[src/rtl/pnt_pkg.sv]
package pnt_pkg;

  localparam int unsigned BP_W        = 3;
  localparam int unsigned SPURIOUS_ID = 1023;

  typedef enum logic {
    GRP_ZERO = 1'b0,
    GRP_ONE  = 1'b1
  } grp_e;

  function automatic logic [BP_W-1:0] bp_clamp(input logic [BP_W-1:0] raw,
                                                input logic [BP_W-1:0] floor_v);
    return (raw < floor_v) ? floor_v : raw;
  endfunction

endpackage

[src/rtl/pnt_grp_prio.sv]
module pnt_grp_prio #(
  parameter int PRIO_W = 8,
  parameter int MIN_BP = 2,
  parameter int LVL_W  = PRIO_W - MIN_BP - 1
) (
  input  logic [PRIO_W-1:0]         prio,
  input  logic [pnt_pkg::BP_W-1:0]  bp,
  output logic [PRIO_W-1:0]         gprio,
  output logic [LVL_W-1:0]          level
);

  // keep only bits strictly above the binary point
  for (genvar i = 0; i < PRIO_W; i++) begin : g_bit
    assign gprio[i] = prio[i] & (int'(bp) < i);
  end

  assign level = gprio[PRIO_W-1 -: LVL_W];

endmodule

[src/rtl/pnt_lsb_find.sv]
module pnt_lsb_find #(
  parameter int W     = 32,
  parameter int IDX_W = $clog2(W)
) (
  input  logic [W-1:0]     vec,
  output logic             found,
  output logic [IDX_W-1:0] idx,
  output logic [W-1:0]     onehot
);

  always_comb begin
    found = |vec;
    idx   = '0;
    for (int i = W - 1; i >= 0; i--) begin
      if (vec[i]) idx = IDX_W'(i);
    end
  end

  assign onehot = vec & (~vec + W'(1));

endmodule

[src/rtl/pnt_apr_bank.sv]
module pnt_apr_bank #(
  parameter int LVL_W  = 5,
  parameter int LEVELS = 1 << LVL_W
) (
  input  logic              clk,
  input  logic              rst_n,
  input  logic              clr_en,
  input  logic              clr_grp,
  input  logic              set_en,
  input  logic              set_grp,
  input  logic [LVL_W-1:0]  set_level,
  output logic [LEVELS-1:0] grp0_q,
  output logic [LEVELS-1:0] grp1_q,
  output logic [LEVELS-1:0] mid_or
);

  import pnt_pkg::*;

  localparam int NGRP = 2;

  logic [NGRP-1:0][LEVELS-1:0] bank_q;
  logic [NGRP-1:0][LEVELS-1:0] bank_mid;
  logic [NGRP-1:0][LEVELS-1:0] bank_d;
  logic [LEVELS-1:0]           low_oh [NGRP];
  logic                        found_unused [NGRP];
  logic [LVL_W-1:0]            idx_unused   [NGRP];

  for (genvar g = 0; g < NGRP; g++) begin : g_find
    pnt_lsb_find #(.W(LEVELS), .IDX_W(LVL_W)) u_find (
      .vec    (bank_q[g]),
      .found  (found_unused[g]),
      .idx    (idx_unused[g]),
      .onehot (low_oh[g])
    );
  end

  // next state: clear of the completing group first, then the new level
  always_comb begin
    for (int g = 0; g < NGRP; g++) begin
      bank_mid[g] = bank_q[g];
      if (clr_en && (grp_e'(clr_grp) == grp_e'(g))) bank_mid[g] = bank_q[g] & ~low_oh[g];
      bank_d[g] = bank_mid[g];
      if (set_en && (grp_e'(set_grp) == grp_e'(g))) bank_d[g] = bank_mid[g] | (LEVELS'(1) << set_level);
    end
  end

  always_ff @(posedge clk or negedge rst_n) begin
    if (!rst_n) begin
      bank_q <= '0;
    end else if (clr_en || set_en) begin
      bank_q <= bank_d;
    end
  end

  assign grp0_q = bank_q[0];
  assign grp1_q = bank_q[1];
  assign mid_or = bank_mid[0] | bank_mid[1];

endmodule

[src/rtl/prio_nest_tracker.sv]
module prio_nest_tracker #(
  parameter int PRIO_W  = 8,
  parameter int MIN_BP  = 2,
  parameter int ID_W    = 10,
  parameter int NUM_IRQ = 96
) (
  input  logic                      clk,
  input  logic                      rst_n,
  input  logic                      ack_valid,
  input  logic [PRIO_W-1:0]         ack_prio,
  input  logic                      ack_grp,
  input  logic [ID_W-1:0]           ack_id,
  output logic [ID_W-1:0]           ack_resp_id,
  input  logic                      eoi_valid,
  input  logic [ID_W-1:0]           eoi_id,
  input  logic                      eoi_grp,
  input  logic                      common_bp,
  input  logic                      bp_wr,
  input  logic                      abp_wr,
  input  logic [7:0]                bp_wdata,
  output logic [PRIO_W:0]           run_prio,
  output logic [(1<<(PRIO_W-MIN_BP-1))-1:0] apr_grp0,
  output logic [(1<<(PRIO_W-MIN_BP-1))-1:0] apr_grp1,
  output logic [pnt_pkg::BP_W-1:0]  bp_q,
  output logic [pnt_pkg::BP_W-1:0]  abp_q
);

  import pnt_pkg::*;

  localparam int RUN_W  = PRIO_W + 1;
  localparam int LVL_W  = PRIO_W - MIN_BP - 1;
  localparam int LEVELS = 1 << LVL_W;
  localparam logic [RUN_W-1:0] RUN_IDLE = {1'b1, {PRIO_W{1'b0}}};

  logic [RUN_W-1:0]  run_q, run_d, run_mid, rebuilt;
  logic              run_en;
  logic [BP_W-1:0]   bp_d, abp_d, bp_sel;
  logic              eoi_ok, ack_ok;
  logic [PRIO_W-1:0] ack_gprio;
  logic [LVL_W-1:0]  ack_level;
  logic [LEVELS-1:0] left_or;
  logic              left_found;
  logic [LVL_W-1:0]  left_idx;
  logic [LEVELS-1:0] left_oh_unused;
  logic [4:0]        wdata_unused;

  assign wdata_unused = bp_wdata[7:3];

  // binary point selection for the acknowledged interrupt
  assign bp_sel = (grp_e'(ack_grp) == GRP_ONE && !common_bp) ? abp_q : bp_q;

  pnt_grp_prio #(.PRIO_W(PRIO_W), .MIN_BP(MIN_BP), .LVL_W(LVL_W)) u_gp (
    .prio  (ack_prio),
    .bp    (bp_sel),
    .gprio (ack_gprio),
    .level (ack_level)
  );

  // completion phase
  assign eoi_ok = eoi_valid && (int'(eoi_id) < NUM_IRQ) && (run_q != RUN_IDLE);

  pnt_lsb_find #(.W(LEVELS), .IDX_W(LVL_W)) u_rebuild (
    .vec    (left_or),
    .found  (left_found),
    .idx    (left_idx),
    .onehot (left_oh_unused)
  );

  assign rebuilt = left_found ? {1'b0, left_idx, {(MIN_BP+1){1'b0}}} : RUN_IDLE;

  always_comb begin
    run_mid = run_q;
    if (eoi_ok) run_mid = rebuilt;
  end

  // acknowledge phase, judged after the completion phase
  assign ack_ok      = ack_valid && ({1'b0, ack_prio} < run_mid);
  assign ack_resp_id = ack_ok ? ack_id : ID_W'(SPURIOUS_ID);

  pnt_apr_bank #(.LVL_W(LVL_W), .LEVELS(LEVELS)) u_bank (
    .clk       (clk),
    .rst_n     (rst_n),
    .clr_en    (eoi_ok),
    .clr_grp   (eoi_grp),
    .set_en    (ack_ok),
    .set_grp   (ack_grp),
    .set_level (ack_level),
    .grp0_q    (apr_grp0),
    .grp1_q    (apr_grp1),
    .mid_or    (left_or)
  );

  always_comb begin
    run_en = eoi_ok || ack_ok;
    run_d  = run_mid;
    if (ack_ok) run_d = {1'b0, ack_gprio};
    bp_d   = bp_clamp(bp_wdata[BP_W-1:0], BP_W'(MIN_BP));
    abp_d  = bp_clamp(bp_wdata[BP_W-1:0], BP_W'(MIN_BP + 1));
  end

  always_ff @(posedge clk or negedge rst_n) begin
    if (!rst_n) begin
      run_q <= RUN_IDLE;
      bp_q  <= BP_W'(MIN_BP);
      abp_q <= BP_W'(MIN_BP + 1);
    end else begin
      if (run_en) run_q <= run_d;
      if (bp_wr)  bp_q  <= bp_d;
      if (abp_wr) abp_q <= abp_d;
    end
  end

  assign run_prio = run_q;

endmodule

[config.mk]
export PLATFORM = sky130hd
export DESIGN_NAME = prio_nest_tracker
export DESIGN_NICKNAME = d
export VERILOG_FILES = /design/src/rtl/pnt_pkg.sv /design/src/rtl/pnt_grp_prio.sv /design/src/rtl/pnt_lsb_find.sv /design/src/rtl/pnt_apr_bank.sv /design/src/rtl/prio_nest_tracker.sv
export SDC_FILE = /design/constraint.sdc
export NUM_CORES = 1
export LEC_CHECK = 0
export BUFFER_PORTS_ARGS = -buffer_cell sky130_fd_sc_hd__buf_4
export CAP_MARGIN = 0
export CORE_MARGIN = 2
export CORE_UTILIZATION = 60
export CTS_CLUSTER_SIZE = 24
export DETAILED_ROUTE_END_ITERATION = 7
export PLACE_DENSITY = 0.85
export SLEW_MARGIN = 20
export SYNTH_ARGS = -nofsm -noshare
export SYNTH_HDL_FRONTEND = slang
export SYNTH_HIERARCHICAL = 1
export SYNTH_SLANG_ARGS = --single-unit
[constraint.sdc]
create_clock -name clk -period 20.3 [get_ports clk]
set_clock_uncertainty 0.15 [all_clocks]
set_input_delay 4.06 -clock clk [delete_from_list [all_inputs] [get_ports clk]]
set_output_delay 4.06 -clock clk [all_outputs]
set_load 0.03 [all_outputs]
### Yosys cells after proc, flatten, opt, wreduce, memory -nomap -nowiden

Cells that the tools add are included.

* register bits: 79
* input port bits: 45
* output and inout bits: 89
* word-level logic and storage cells: 94

* add/sub/neg operators: 2
* order comparisons: 11
* equality and inequality tests: 1
* shift-type cells: 1
* multiplexer cells: 43
* bitwise operators: 20
* reductions and logical operators: 11

Operators by type and width (count)
* $mux W5: 32
* $and A32 B32 Y32: 4
* $mux W32: 4
* $not A32 Y32: 4
* $or A32 B32 Y32: 3
* $add A32 B1 Y32 const B: 2
* $reduce_or A32 Y1: 1
* $shl A1 B5 Y32 const A: 1
* $mux W9: 3
* $lt A3 B2 Y1 const B: 4
* $lt A3 B3 Y1 const B: 4
* $lt A10 B7 Y1 const B: 1
* $mux W10: 1
* $lt A8 B9 Y1: 1
* $mux W3: 3
* $ne A9 B9 Y1 const B: 1
* $logic_and A1 B1 Y1: 8
* $and A1 B1 Y1: 7
* $lt A3 B1 Y1 const B: 1
* $not A1 Y1: 2
* $logic_not A1 Y1: 1
* $logic_or A1 B1 Y1: 1

### Depth between registers and ports, before layout

* word-level depth: 45
* mapped depth: 25

### Cells and area by module

Netlist, hierarchy kept.

Modules (own cells, without submodules)
* pnt_apr_bank: times used 1, cells each 375, area each 3742.3 um2
* pnt_lsb_find: times used 3, cells each 114, area each 737.0 um2
* prio_nest_tracker: times used 1, cells each 111, area each 1066.0 um2
* pnt_grp_prio: times used 1, cells each 17, area each 120.1 um2

### Worst setup path before layout

OpenSTA, ideal clock, no wires.

* path type: in2out
* start: in eoi_id[7]
* end: out ack_resp_id[0]
* arrival time: 8639 ps
* data required time: 16090 ps
* setup slack: 7451 ps
* stages: 22
* buffers on the path: 4
* path through: nor4b_2 and2_0 clkbuf_1 o31ai_1 inv_1 and2_1 clkbuf_1 clkbuf_1 a221oi_1 or4_4 and3b_2 and3_1 nand3_1 o31ai_4 a2bb2oi_1 ha_1 a21o_1 a21oi_1 o21ai_0 a211oi_2 buf_2 nand2b_1

* elaborated cells between the ends (all ways): 46
* classes of those cells: order compare (2); mux (37); bitwise (1); reduce/logical (6)

RTL lines
* from (decl): line prio_nest_tracker.sv:15 `input logic [ID_W-1:0] eoi_id,`
* $lt A10 B7 Y1 *: line prio_nest_tracker.sv:60 `assign eoi_ok = eoi_valid && (int'(eoi_id) < NUM_IRQ) && (run_q != RUN_IDLE);`
* $logic_and A1 B1 Y1 * (2 in series): line prio_nest_tracker.sv:60
* via eoi_ok: line prio_nest_tracker.sv:38 `logic eoi_ok, ack_ok;`
* $logic_and A1 B1 Y1: line pnt_apr_bank.sv:41 `if (clr_en && (grp_e'(clr_grp) == grp_e'(g))) bank_mid[g] = bank_q[g] & ~low_oh[g];`
* $mux W32: line pnt_apr_bank.sv:41
* $or A32 B32 Y32 *: line pnt_apr_bank.sv:57 `assign mid_or = bank_mid[0] | bank_mid[1];`
* via left_or[18]: line prio_nest_tracker.sv:41 `logic [LEVELS-1:0] left_or;`
* $reduce_or A32 Y1 *: line pnt_lsb_find.sv:12 `found = |vec;`
* via left_found: line prio_nest_tracker.sv:42 `logic left_found;`
* $mux W9 *: line prio_nest_tracker.sv:69 `assign rebuilt = left_found ? {1'b0, left_idx, {(MIN_BP+1){1'b0}}} : RUN_IDLE;`
* $mux W9 *: line prio_nest_tracker.sv:73 `if (eoi_ok) run_mid = rebuilt;`
* $lt A8 B9 Y1 *: line prio_nest_tracker.sv:77 `assign ack_ok = ack_valid && ({1'b0, ack_prio} < run_mid);`
* $logic_and A1 B1 Y1 *: line prio_nest_tracker.sv:77
* $mux W10 *: line prio_nest_tracker.sv:78 `assign ack_resp_id = ack_ok ? ack_id : ID_W'(SPURIOUS_ID);`
* to (decl): line prio_nest_tracker.sv:13 `output logic [ID_W-1:0] ack_resp_id,`

Mark *: on every way through the listed nets, which the timed path passes. The rest lies on a longest branch.

### Worst setup path in the final report

* start: in eoi_id[7]
* end: out ack_resp_id[8]

The elaborated chain is that of the path after synthesis.

==> impl_metrics.csv <==
group,metric,value,unit
floorplanning,io-pin-count,134,
synth,netlist_area,6336,um^2
finish,n_fill_cell,777,
clock_network,worstSkewPairLatency,370,ps
floorplanning,rows,37,
sta,setup_viol,0,
grt,grt_max_degree,80,
finish,nets,867,
drt,drtIter0Drc,579,
critical_path,worst_setup_path_end_kind,"output port",
floorplanning,dieArea,11400,um^2
critical_path,worstPathRequired,16090,ps
run_status,status,"complete, no violations",
synth,syn_avg_cell_area,8.825,um^2
clock_network,cts_buffers,9,
drt,drt_wl_total,19.17,mm
critical_path,cp-start-kind,"input pin",
synth,syn_nets,770,
sta,worst_slew_pin_slew,986.2,ps
clock_network,postCtsSetupBuffers,0,
floorplanning,dieHeight,106.8,um
drt,wire_per_inst,20.05,um
clock_network,clock_sinks,79,
sta,drv_slew,0,
clock_network,clk_pin_slew_worst_paths,80,ps
floorplanning,die-width,106.8,um
clock_network,h-tree-depth,3,
sta,rsz0062_at_grt,"false",
synth,ys_warn_count,6,
critical_path,critical_path_class,"in -> out",
finish,area_growth_syn_to_layout,17.89,%
sta,hold_violations,0,
clock_network,cts-root-buf,"clkbuf_8",
placement,io_buffers,123,
sta,finalCriticalPeriod,14150,ps
drt,drt_first_pass_iters,6,
drt,via_per_inst,6.669,
critical_path,path_max_fanout,32,
drt,vias,6376,
placement,dp_hpwl,13.39,mm
placement,gp_congestion,0.9020,
grt,antenna_found_initial,0,
sta,fmax,0.07068,GHz
clock_network,cts_resized,0,
floorplanning,coreArea,10280,um^2
clock_network,cts_hold_buf,0,
grt,grt_pass1_vias,5924,
finish,post_route_cells_drive_above_1_share,0.2500,
sta,final.setup.tns,0,ps
clock_network,ctsLongestPathBuffers,2,
worst_hold_path,min_path_type,"reg -> reg",
sta,max_slew_margin,0.3397,
drt,post-route-drc-count,0,
job,maxCapViolations,0,
clock_network,cts_tree,"yes",
drt,antenna_left,0,
synth,synth_cells,718,
grt,grt_pass1_wl,29.95,mm
grt,track_usage,0.3313,
sta,fin_crit_sh,0.6970,
sta,hold_ws,371.2,ps
power_and_ir_drop,powerDensity,121.1,nW/um^2
floorplanning,initial_core_util,0.6165,
grt,grt_remaining_overflow,0,
critical_path,arrival,9940,ps
power_and_ir_drop,p_leak,3.190,nW
power_and_ir_drop,ir_worst_vdd,0.00008920,V
finish,num_antenna_cells,0,
==> metrics by stage <==
| step | total power, mW | instances | cell area (um^2) | setup slack (ps) | util |
|---|---|---|---|---|---|
| floorplan | 0.6150 | 718 | 6336 | 7567 | - |
| global placement | 0.7686 | 940 | 7282 | 6494 | 0.7085 |
| detailed placement | 0.7822 | 940 | 7282 | 6298 | 0.7085 |
| CTS | 0.8975 | 956 | 7466 | 6255 | 0.7264 |
| global route | 0.9541 | 956 | 7470 | 5929 | 0.7268 |
| finish | 0.9043 | 956 | 7470 | 6151 | 0.7268 |
==> sequential cells by signal, indices dropped and copies added, names as in the netlist <==
signal	count
u_bank/grp1_q	32
run_prio	9
bp_q	3
u_bank/grp0_q	32
abp_q	3
==> report_power, final <==
group	internal (mW)	total [mW]	switching [mW]
clock	0.0506	0.113	0.0621
combinational	0.198	0.502	0.304
sequential	0.200	0.289	0.0890
==> layout by cell type, fill, tap and decap left out, types with 9 or more instances in the layout <==
cell,n
a21oi_1,12
a221oi_1,32
a22o_1,44
and2_1,14
and3_1,18
buf_4,128
clkbuf_8,11
dfrtp_1,75
inv_1,30
mux2i_1,9
nand2_1,26
nand2b_1,21
nand3_1,38
nand3b_1,34
nor2_1,67
nor2b_1,76
nor3_1,10
nor3b_1,9
nor4_1,15
nor4b_2,14
o2bb2ai_1,20
==> critical path: stages <==
cell	delay, ps
buf_4	110
nor4b_2	450
and2_0	350
o31ai_1	170
clkinv_1	320
nor2b_2	210
buf_4	360
a221oi_1	240
or4_4	590
and3b_2	280
and3_1	160
nand3_1	190
o31ai_4	200
a2bb2oi_1	290
ha_1	290
a21o_1	160
a21oi_1	280
o21ai_0	200
a211oi_4	630
nand2b_1	150
buf_4	200
==> per-layer routing <==
| metal | track usage | vias up | wire length, um |
|---|---|---|---|
| met4 | 0.1456 | 0 | 590 |
| li1 | - | 2873 | - |
| met3 | 0.06930 | 55 | 1783 |
| met1 | 0.4266 | 3080 | 7578 |
| met2 | 0.5382 | 368 | 9212 |
| met5 | 0 | - | 0 |
==> final timing paths <==
check	start	to	slack, ps	cells after the start
worst min register to register	abp_q[1]$_DFFE_PN1P_	abp_q[1]$_DFFE_PN1P_	370	2
max in group asynchronous	rst_n	run_prio[5]$_DFFE_PN0P_	15920	1
worst min-delay path	abp_q[1]$_DFFE_PN1P_	abp_q[1]$_DFFE_PN1P_	370	2
worst max-delay path	eoi_id[7]	ack_resp_id[8]	6150	21
min in group asynchronous	rst_n	u_bank/grp0_q[20]$_DFFE_PN0P_	3580	1
worst max register to register	run_prio[8]$_DFFE_PN1P_	u_bank/grp0_q[4]$_DFFE_PN0P_	12670	20
==> cell type report <==
| type | count | area, um^2 | area share |
|---|---|---|---|
| sequential | 79 | 1982 | 0.2653 |
| clock buffer | 11 | 151.4 | 0.02027 |
| inverter | 31 | 116.4 | 0.01558 |
| multi-input combinational | 565 | 4045 | 0.5415 |
| timing repair buffer | 129 | 972.2 | 0.1302 |
| tap | 136 | 170.2 | 0.02278 |
| clock inverter | 5 | 32.53 | 0.004355 |
Power figures use the tool's default switching activity.
